**src/rtl/clkrate_guard_pkg.sv**
```systemverilog
package clkrate_guard_pkg;

   typedef enum logic [1:0] {
      ST_RUN   = 2'd0,
      ST_FAULT = 2'd1,
      ST_HOLD  = 2'd2
   } guard_state_e;

   localparam int unsigned REL_CYC_LO = 16;
   localparam int unsigned REL_CYC_HI = 32;

endpackage

```
**src/rtl/clkrate_sync.sv**
```systemverilog
module clkrate_sync #(
   parameter int STAGES = 2
) (
   input  logic clk,
   input  logic rst_n,
   input  logic d_i,
   output logic q_o
);
   logic [STAGES-1:0] ff_q;

   generate
      if (STAGES < 2) begin : g_bad_depth
         $error("clkrate_sync: STAGES must be at least 2");
      end
      for (genvar i = 0; i < STAGES; i++) begin : g_stage
         if (i == 0) begin : g_first
            always_ff @(posedge clk or negedge rst_n) begin
               if (!rst_n) ff_q[0] <= 1'b0;
               else        ff_q[0] <= d_i;
            end
         end else begin : g_next
            always_ff @(posedge clk or negedge rst_n) begin
               if (!rst_n) ff_q[i] <= 1'b0;
               else        ff_q[i] <= ff_q[i-1];
            end
         end
      end
   endgenerate

   assign q_o = ff_q[STAGES-1];
endmodule

```
**src/rtl/clkrate_window.sv**
```systemverilog
module clkrate_window #(
   parameter int WIN_LEN   = 60,
   parameter int MIN_EDGES = 2
) (
   input  logic clk,
   input  logic rst_n,
   input  logic edge_i,
   output logic done_o,
   output logic ok_o
);
   localparam int CW = $clog2(WIN_LEN);
   localparam int EW = $clog2(MIN_EDGES + 1);

   generate
      if (WIN_LEN < 2) begin : g_bad_win
         $error("clkrate_window: WIN_LEN must be at least 2");
      end
      if (MIN_EDGES < 1) begin : g_bad_min
         $error("clkrate_window: MIN_EDGES must be at least 1");
      end
   endgenerate

   logic [CW-1:0] tick_q;
   logic [EW-1:0] seen_q;
   logic          last;
   logic [EW:0]   total;

   assign last  = (tick_q == CW'(WIN_LEN - 1));
   assign total = {1'b0, seen_q} + (EW+1)'(edge_i);

   always_ff @(posedge clk or negedge rst_n) begin
      if (!rst_n) begin
         tick_q <= '0;
         seen_q <= '0;
         done_o <= 1'b0;
         ok_o   <= 1'b0;
      end else begin
         tick_q <= last ? '0 : tick_q + 1'b1;
         done_o <= last;
         if (last) begin
            ok_o   <= (total >= (EW+1)'(MIN_EDGES));
            seen_q <= '0;
         end else if (edge_i && (seen_q != EW'(MIN_EDGES))) begin
            seen_q <= seen_q + 1'b1;
         end
      end
   end

   // the edge count saturates and never runs past the threshold
   p_seen_cap_r2: assert property (@(posedge clk) disable iff (!rst_n)
      seen_q <= EW'(MIN_EDGES));

   // window closes are isolated single-cycle events
   p_done_single_r4: assert property (@(posedge clk) disable iff (!rst_n)
      done_o |=> !done_o);
endmodule

```
**src/rtl/clkrate_release.sv**
```systemverilog
module clkrate_release
   import clkrate_guard_pkg::*;
#(
   parameter int REL_CYC = 24
) (
   input  logic clk,
   input  logic rst_n,
   input  logic en_i,
   input  logic win_done_i,
   input  logic win_ok_i,
   output logic slow_o,
   output logic hold_low_o
);
   localparam int CW = $clog2(REL_CYC + 1);

   generate
      if (REL_CYC < REL_CYC_LO || REL_CYC > REL_CYC_HI) begin : g_bad_rel
         $error("clkrate_release: REL_CYC must lie in 16..32");
      end
   endgenerate

   guard_state_e  state_q;
   logic [CW-1:0] cnt_q;

   always_ff @(posedge clk or negedge rst_n) begin
      if (!rst_n) begin
         state_q <= ST_RUN;
         cnt_q   <= '0;
      end else if (!en_i) begin
         state_q <= ST_RUN;
         cnt_q   <= '0;
      end else begin
         case (state_q)
            ST_RUN: begin
               if (win_done_i && !win_ok_i) state_q <= ST_FAULT;
            end
            ST_FAULT: begin
               if (win_done_i && win_ok_i) begin
                  state_q <= ST_HOLD;
                  cnt_q   <= '0;
               end
            end
            ST_HOLD: begin
               if (win_done_i && !win_ok_i) begin
                  state_q <= ST_FAULT;
               end else if (cnt_q == CW'(REL_CYC - 1)) begin
                  state_q <= ST_RUN;
                  cnt_q   <= '0;
               end else begin
                  cnt_q <= cnt_q + 1'b1;
               end
            end
            default: state_q <= ST_RUN;
         endcase
      end
   end

   assign slow_o     = (state_q == ST_FAULT);
   assign hold_low_o = (state_q != ST_RUN);

   // the error state is entered only after a window with too few edges
   p_enter_fault_r3: assert property (@(posedge clk) disable iff (!rst_n)
      (state_q == ST_FAULT && $past(state_q) != ST_FAULT)
         |-> $past(en_i && win_done_i && !win_ok_i));

   // the hold phase ends only once the full delay has been counted
   p_release_len_r5: assert property (@(posedge clk) disable iff (!rst_n)
      (state_q == ST_RUN && $past(state_q) == ST_HOLD && $past(en_i))
         |-> $past(cnt_q) == CW'(REL_CYC - 1));
endmodule

```
**src/rtl/clkrate_guard.sv**
```systemverilog
module clkrate_guard #(
   parameter int REF_HZ      = 1_000_000,
   parameter int MIN_HZ      = 25_000,
   parameter int MIN_EDGES   = 2,
   parameter int SYNC_STAGES = 2,
   parameter int REL_CYC     = 24
) (
   input  logic ref_clk,
   input  logic rst_n,
   input  logic mon_clk,
   input  logic mon_en,
   input  logic wdog_n,
   output logic slow_o,
   output logic fault_n
);
   localparam int WIN_LEN = (3 * REF_HZ) / MIN_HZ;

   generate
      if (MIN_HZ * 4 > REF_HZ) begin : g_bad_ratio
         $error("clkrate_guard: reference must be at least 4x the minimum rate");
      end
      if (WIN_LEN < 8) begin : g_bad_window
         $error("clkrate_guard: window shorter than 8 reference cycles");
      end
   endgenerate

   logic mon_s;
   logic mon_prev_q;
   logic edge_p;
   logic win_done;
   logic win_ok;
   logic st_slow;
   logic st_hold;

   clkrate_sync #(.STAGES(SYNC_STAGES)) u_sync (
      .clk   (ref_clk),
      .rst_n (rst_n),
      .d_i   (mon_clk),
      .q_o   (mon_s)
   );

   always_ff @(posedge ref_clk or negedge rst_n) begin
      if (!rst_n) mon_prev_q <= 1'b0;
      else        mon_prev_q <= mon_s;
   end
   assign edge_p = mon_s & ~mon_prev_q;

   clkrate_window #(.WIN_LEN(WIN_LEN), .MIN_EDGES(MIN_EDGES)) u_window (
      .clk    (ref_clk),
      .rst_n  (rst_n),
      .edge_i (edge_p),
      .done_o (win_done),
      .ok_o   (win_ok)
   );

   clkrate_release #(.REL_CYC(REL_CYC)) u_release (
      .clk        (ref_clk),
      .rst_n      (rst_n),
      .en_i       (mon_en),
      .win_done_i (win_done),
      .win_ok_i   (win_ok),
      .slow_o     (st_slow),
      .hold_low_o (st_hold)
   );

   assign slow_o  = mon_en & st_slow;
   assign fault_n = wdog_n & ~(mon_en & st_hold);

   // monitor is inert during reset
   always @(posedge ref_clk) begin
      if (!rst_n) begin
         p_reset_inert_r1: assert (fault_n == wdog_n && !slow_o);
      end
   end

   // disabled monitor leaves the shared line to the watchdog
   p_disable_r6: assert property (@(posedge ref_clk) disable iff (!rst_n)
      !mon_en |-> (fault_n == wdog_n && !slow_o));

   // a watchdog fault always reaches the shared line
   p_wdog_and_r7: assert property (@(posedge ref_clk) disable iff (!rst_n)
      !wdog_n |-> !fault_n);

   // a raw error always holds the shared line low
   p_err_low_r3: assert property (@(posedge ref_clk) disable iff (!rst_n)
      slow_o |-> !fault_n);
endmodule

```
**config.mk**
```make
export PLATFORM = sky130hd
export DESIGN_NAME = clkrate_guard
export DESIGN_NICKNAME = d
export VERILOG_FILES = /design/src/rtl/clkrate_guard_pkg.sv /design/src/rtl/clkrate_sync.sv /design/src/rtl/clkrate_window.sv /design/src/rtl/clkrate_release.sv /design/src/rtl/clkrate_guard.sv
export SDC_FILE = /design/constraint.sdc
export NUM_CORES = 1
export LEC_CHECK = 0
export BUFFER_PORTS_ARGS = -buffer_cell sky130_fd_sc_hd__buf_2
export CORE_MARGIN = 1
export CORE_UTILIZATION = 55
export CTS_CLUSTER_DIAMETER = 60
export DETAILED_ROUTE_END_ITERATION = 7
export HOLD_SLACK_MARGIN = 0.03
export PLACE_DENSITY = 0.71
export SETUP_SLACK_MARGIN = 0.3
export SKIP_CTS_REPAIR_TIMING = 1
export SLEW_MARGIN = 15
export SYNTH_ARGS = -nofsm -noshare
export SYNTH_HDL_FRONTEND = slang
export SYNTH_SLANG_ARGS = --single-unit
export TNS_END_PERCENT = 1
```
**constraint.sdc**
```tcl
create_clock -name ref_clk -period 1.7 [get_ports ref_clk]
set_input_delay 0.085 -clock ref_clk [delete_from_list [all_inputs] [get_ports ref_clk]]
set_output_delay 0.085 -clock ref_clk [all_outputs]
set_load 0.01 [all_outputs]
```
### After elaboration in Yosys (flattened, before gate mapping)

Cells that the tools add are included.

* bits in registers: 21
* input port bits: 5
* output and inout port bits: 2
* logic and storage cells: 53

* add/subtract/negate cells: 4
* order comparisons: 1
* eq/ne operators: 10
* mux-type cells: 14
* bitwise gates (word level): 6
* reductions and logical operators: 9

Operator list (count)
* $mux 5: 4
* $mux 2: 7
* $pmux 5 s2: 1
* $add 7x1->7 const B: 1
* $eq 7x7->1 const B: 1
* $mux 7: 1
* $ne 3x2->1 const B: 2
* $pmux 2 s3: 1
* $reduce_and 3->1: 2
* $add 5x1->5 const B: 1
* $eq 5x5->1 const B: 1
* $and 1x1->1: 4
* $ne 4x2->1 const B: 1
* $reduce_bool 2->1: 2
* $add 2x1->3: 1
* $ge 3x2->1 const B: 1
* $logic_and 1x1->1: 3
* $ne 3x1->1 const B: 1
* $ne 3x3->1 const B: 1
* $add 2x1->2 const B: 1
* $eq 2x1->1 const B: 1
* $eq 2x2->1 const B: 1
* $logic_not 2->1: 1
* $ne 2x2->1 const B: 1
* 2 further kinds: 3

### Logic depth before layout (Yosys ltp)

* depth after elaboration: 5
* mapped depth: 5
* mapped depth without buffers: 5

### Hierarchy

Synthesis repeated with hierarchy kept, for this count alone.

* cell total of the unflattened synthesis: 91
* area, all modules: 963.4 µm²

By module, submodules not included
* clkrate_window: instances 1, cells each 41, area each 470.5 µm², seq. area each 275.3 µm²
* clkrate_release: instances 1, cells each 44, area each 397.9 µm², seq. area each 175.2 µm²
* clkrate_sync: instances 1, cells each 2, area each 50.0 µm², seq. area each 50.0 µm²
* clkrate_guard: instances 1, cells each 4, area each 45.0 µm², seq. area each 25.0 µm²

### Worst setup path before layout

Ideal clock, no wire load.

* path kind: register to register
* from: reg u_window.seen_q[0]
* to: reg u_window.seen_q[1]
* setup time: 134 ps
* data arrival time: 1147 ps
* required time: 1566 ps
* path slack: 419 ps
* cell stages (with the launch flop): 6
* path buffers: 0
* clock period less this slack: 1281 ps
* path through: dfrtp_1 > inv_1 > ha_1 > nor3b_1 > mux2i_1 > nor2_1

* longest elaborated chain between the ends: 3
* elaborated cells on any way between the ends: 6
* classes of those cells: add/sub: 1; eq/ne: 1; mux: 2; reduce/logical: 2

RTL lines
* start, declared: RTL line clkrate_window.sv:24 `logic [EW-1:0] seen_q;`
* start signal, assigned: RTL line clkrate_window.sv:44 `seen_q <= seen_q + 1'b1;`
* $add 2x1->2 or $ne 2x2->1 (tied branches): RTL line clkrate_window.sv:44, clkrate_window.sv:43
* $mux 2 or $logic_and 1x1->1 (tied branches): RTL line clkrate_window.sv:43 `end else if (edge_i && (seen_q != EW'(MIN_EDGES))) begin`
* $mux 2 or $reduce_bool 2->1 (tied branches)

Parallel ways exist; a longest one is shown, timed or not. The select of a mux whose other input is x is not followed.
A chain may end at the register's enable or synchronous reset.

### Worst setup path in the final report

* from: reg u_window.tick_q[0]
* to: reg u_window.ok_o

* longest elaborated chain between the ends: 1

RTL lines
* start, declared: RTL line clkrate_window.sv:23 `logic [CW-1:0] tick_q;`
* start signal, assigned: RTL line clkrate_window.sv:38 `tick_q <= last ? '0 : tick_q + 1'b1;`
* $eq 7x7->1: RTL line clkrate_window.sv:28 `assign last = (tick_q == CW'(WIN_LEN - 1));`
* named net u_window.last: RTL line clkrate_window.sv:25 `logic last;`
* end signal, assigned: RTL line clkrate_window.sv:41 `ok_o <= (total >= (EW+1)'(MIN_EDGES));`
* end, declared: RTL line clkrate_window.sv:9 `output logic ok_o`

The timed path passes the listed nets, and every way through them passes these cells.

==> qor.txt <==
Worst setup margin: 372 ps
FF+latch count, synth: 21
Total power draw: 0.900 mW
H-tree lvl count: 1
R2R setup slack: 370 ps
IO Port Bufs: 6
Slew margin rel.: 0.697
Clock Pin Slew Worst Setup and Hold Paths: 110 ps
Cell variety after synth: 35
Layout Cells excl Fill: 114
Synthesized area per cell: 11.3 um2
Routed len/inst: 13.8 um
Post-Syn Area: 973 um2
Final period utilization: 0.781
Required @ worst endpoint: 1940 ps
RD Place Congestion: 0.778
Arrival time worst endpoint: 1560 ps
Worst-skew pair later-pin latency: 290 ps
Unrepaired setup endpoints after global routing: true
Least-Margin Pin Slew: 455 ps
Reg-to-Reg End: u_window.ok_o
Final Hold Violating Endpoints: 0
# rows: 14
CTS Root Cell: clkbuf_4
Synthesized Nets: 94
First-pass GRT wire length: 2.67 mm
DR vias: 664
Area grow syn2layout: 13.4%
Reg area: 526 um2
Fill count: 119
Sequential fraction of the synthesis area: 0.540
Tmin final: 1330 ps
Placed Cells: 107
Final ANT Viol Nets: 0
Hold path cells: 2
Fin area: 1100 um2
CTS tree: yes
Routed wire length: 1.57 mm
Initial antenna violation count: 0
Final Max Slew Viols: 0
Clk_skew: 5.12 ps
Peak VDD IR: 0.772 mV
Dpl hpwl: 1.12 mm
Total GRT Usage: 0.190
Clock Path Buffers: 2
Nets: 107
Critical Path Start Type: register
CTS Buf Count: 3
Fmax: 753 MHz
Max-cap viol count: 0
Hold WC Path Type: in2reg
Initial Util: 0.617
Worst r2r path cells: 6
Gr ovfl total: 0
N_diodes: 0
YS warnings: 0
Remaining DRCs: 0
Cells after Synth: 86
Die H: 44.1 um
Area of the multi-input gates: 445 um2
Drt via density: 5.82
Largest net degree at the start of global routing: 22
Worst slack, placed: 269 ps
Post-route setup TNS: 0 ps
Layout cell share with drive strength beyond 1: 0.224
Leakage: 0.486 nW
Hold Path Sink: u_release.state_q[0]
Full die area: 1940 um2
Worst R2R Start: u_window.tick_q[0]
Die width: 44.1 um
Leading cell type in the layout, fill and taps excluded: dfrtp_1
Hold slack: 65.9 ps
Setup violators final: 0
Most frequent cells in the layout: 21 x dfrtp_1, 8 x nand2_1, 7 x nor2_1
Placed instance area: 1020 um2
Status: finished, final reports clean
Num ports: 7
Vias in the first global route: 652
Hold Crit Start: mon_en
Pwr Density: 815 nW/um2
CP Max Fanout: 8
CP Class: reg2reg
Core area: 1580 um2
Critical Path Sink Type: register
Clock sinks: 21
Drt initial violations: 14
DRT Pass-1 Iters: 6
Final core occ: 0.700
Yosys cell counts, drive strengths merged:
library cell,instances,share of area
nor2b,1,0.0064
xnor2,2,0.018
a21boi,1,0.0077
and3,2,0.014
nand3,4,0.021
nand2,8,0.031
dfrtp,21,0.54
buf,1,0.0051
a31oi,1,0.0064
o311a,1,0.022
xor2,3,0.027
nor3b,2,0.027
mux2i,1,0.010
nand3b,1,0.0077
o2111a,1,0.012
o31ai,2,0.021
inv,4,0.015
a21oi,2,0.014
o21ai,7,0.036
and3b,1,0.0090
ha,3,0.039
nand4,1,0.013
nand4b,4,0.036
and2,2,0.013
nor3,1,0.010
nor2,8,0.033
nand2b,1,0.0064
cell families after synthesis:
kind of cell    Yosys count  share of synthesized area
flops                    21                      0.540
compound gates           15                      0.118
buf+inv                   5                     0.0206
mux                       1                     0.0103
fa+ha+maj                 3                     0.0386
xor+xnor                  5                     0.0450
simple gates             36                      0.228
flip-flops by register name, summed over array words and instances (netlist names):
name / flops
u_sync.q_o: 1
u_window.tick_q: 7
u_window.done_o: 1
u_window.ok_o: 1
u_window.seen_q: 2
u_release.cnt_q: 5
u_release.state_q: 2
mon_prev_q: 1
u_sync.ff_q: 1
power by group:
| part | switching (mW) | internal [mW] |
|---|---|---|
| registers | 0.0246 | 0.528 |
| logic | 0.0660 | 0.0545 |
| clock network | 0.139 | 0.0875 |
| total | 0.230 | 0.670 |
worst max path at each step:
stage / startpoint / endpoint / slack, ps / cells after the start
finish: u_window.tick_q[0] / u_window.ok_o / 370 / 6
global route: u_release.state_q[0] / u_release.cnt_q[3] / 290 / 4
CTS: u_window.tick_q[0] / u_window.seen_q[0] / 250 / 4
detailed placement: u_window.tick_q[0] / u_window.seen_q[0] / 270 / 4
global placement: u_window.tick_q[0] / u_window.tick_q[5] / 280 / 4
floorplan: u_window.seen_q[0] / u_window.seen_q[1] / 420 / 5
routing by layer:
layer	share of wire	wire length [um]	track usage	up-vias
met5	0	0	0	-
met4	0.0064	10	0.0848	0
met3	0.032	51	0.0449	2
met2	0.49	767	0.285	13
met1	0.47	742	0.264	323
li1	-	-	-	326
layout make-up:
class,count,area share
Multi-Input combinational cell,60,0.404
Tap cell,16,0.0181
Clock inverter,1,0.00454
Inverter,4,0.0136
Timing Repair Buffer,9,0.0635
Sequential cell,21,0.476
Clock buffer,3,0.0204
worst max-delay path, cell delays in order (launching register included):
cell     delay, ps
dfrtp_1        410
ha_4           160
nand4_2        150
nor3b_4        260
buf_12         150
nor2_2          40
a21oi_2         90
Note: power is estimated with default switching activity, not from simulation.
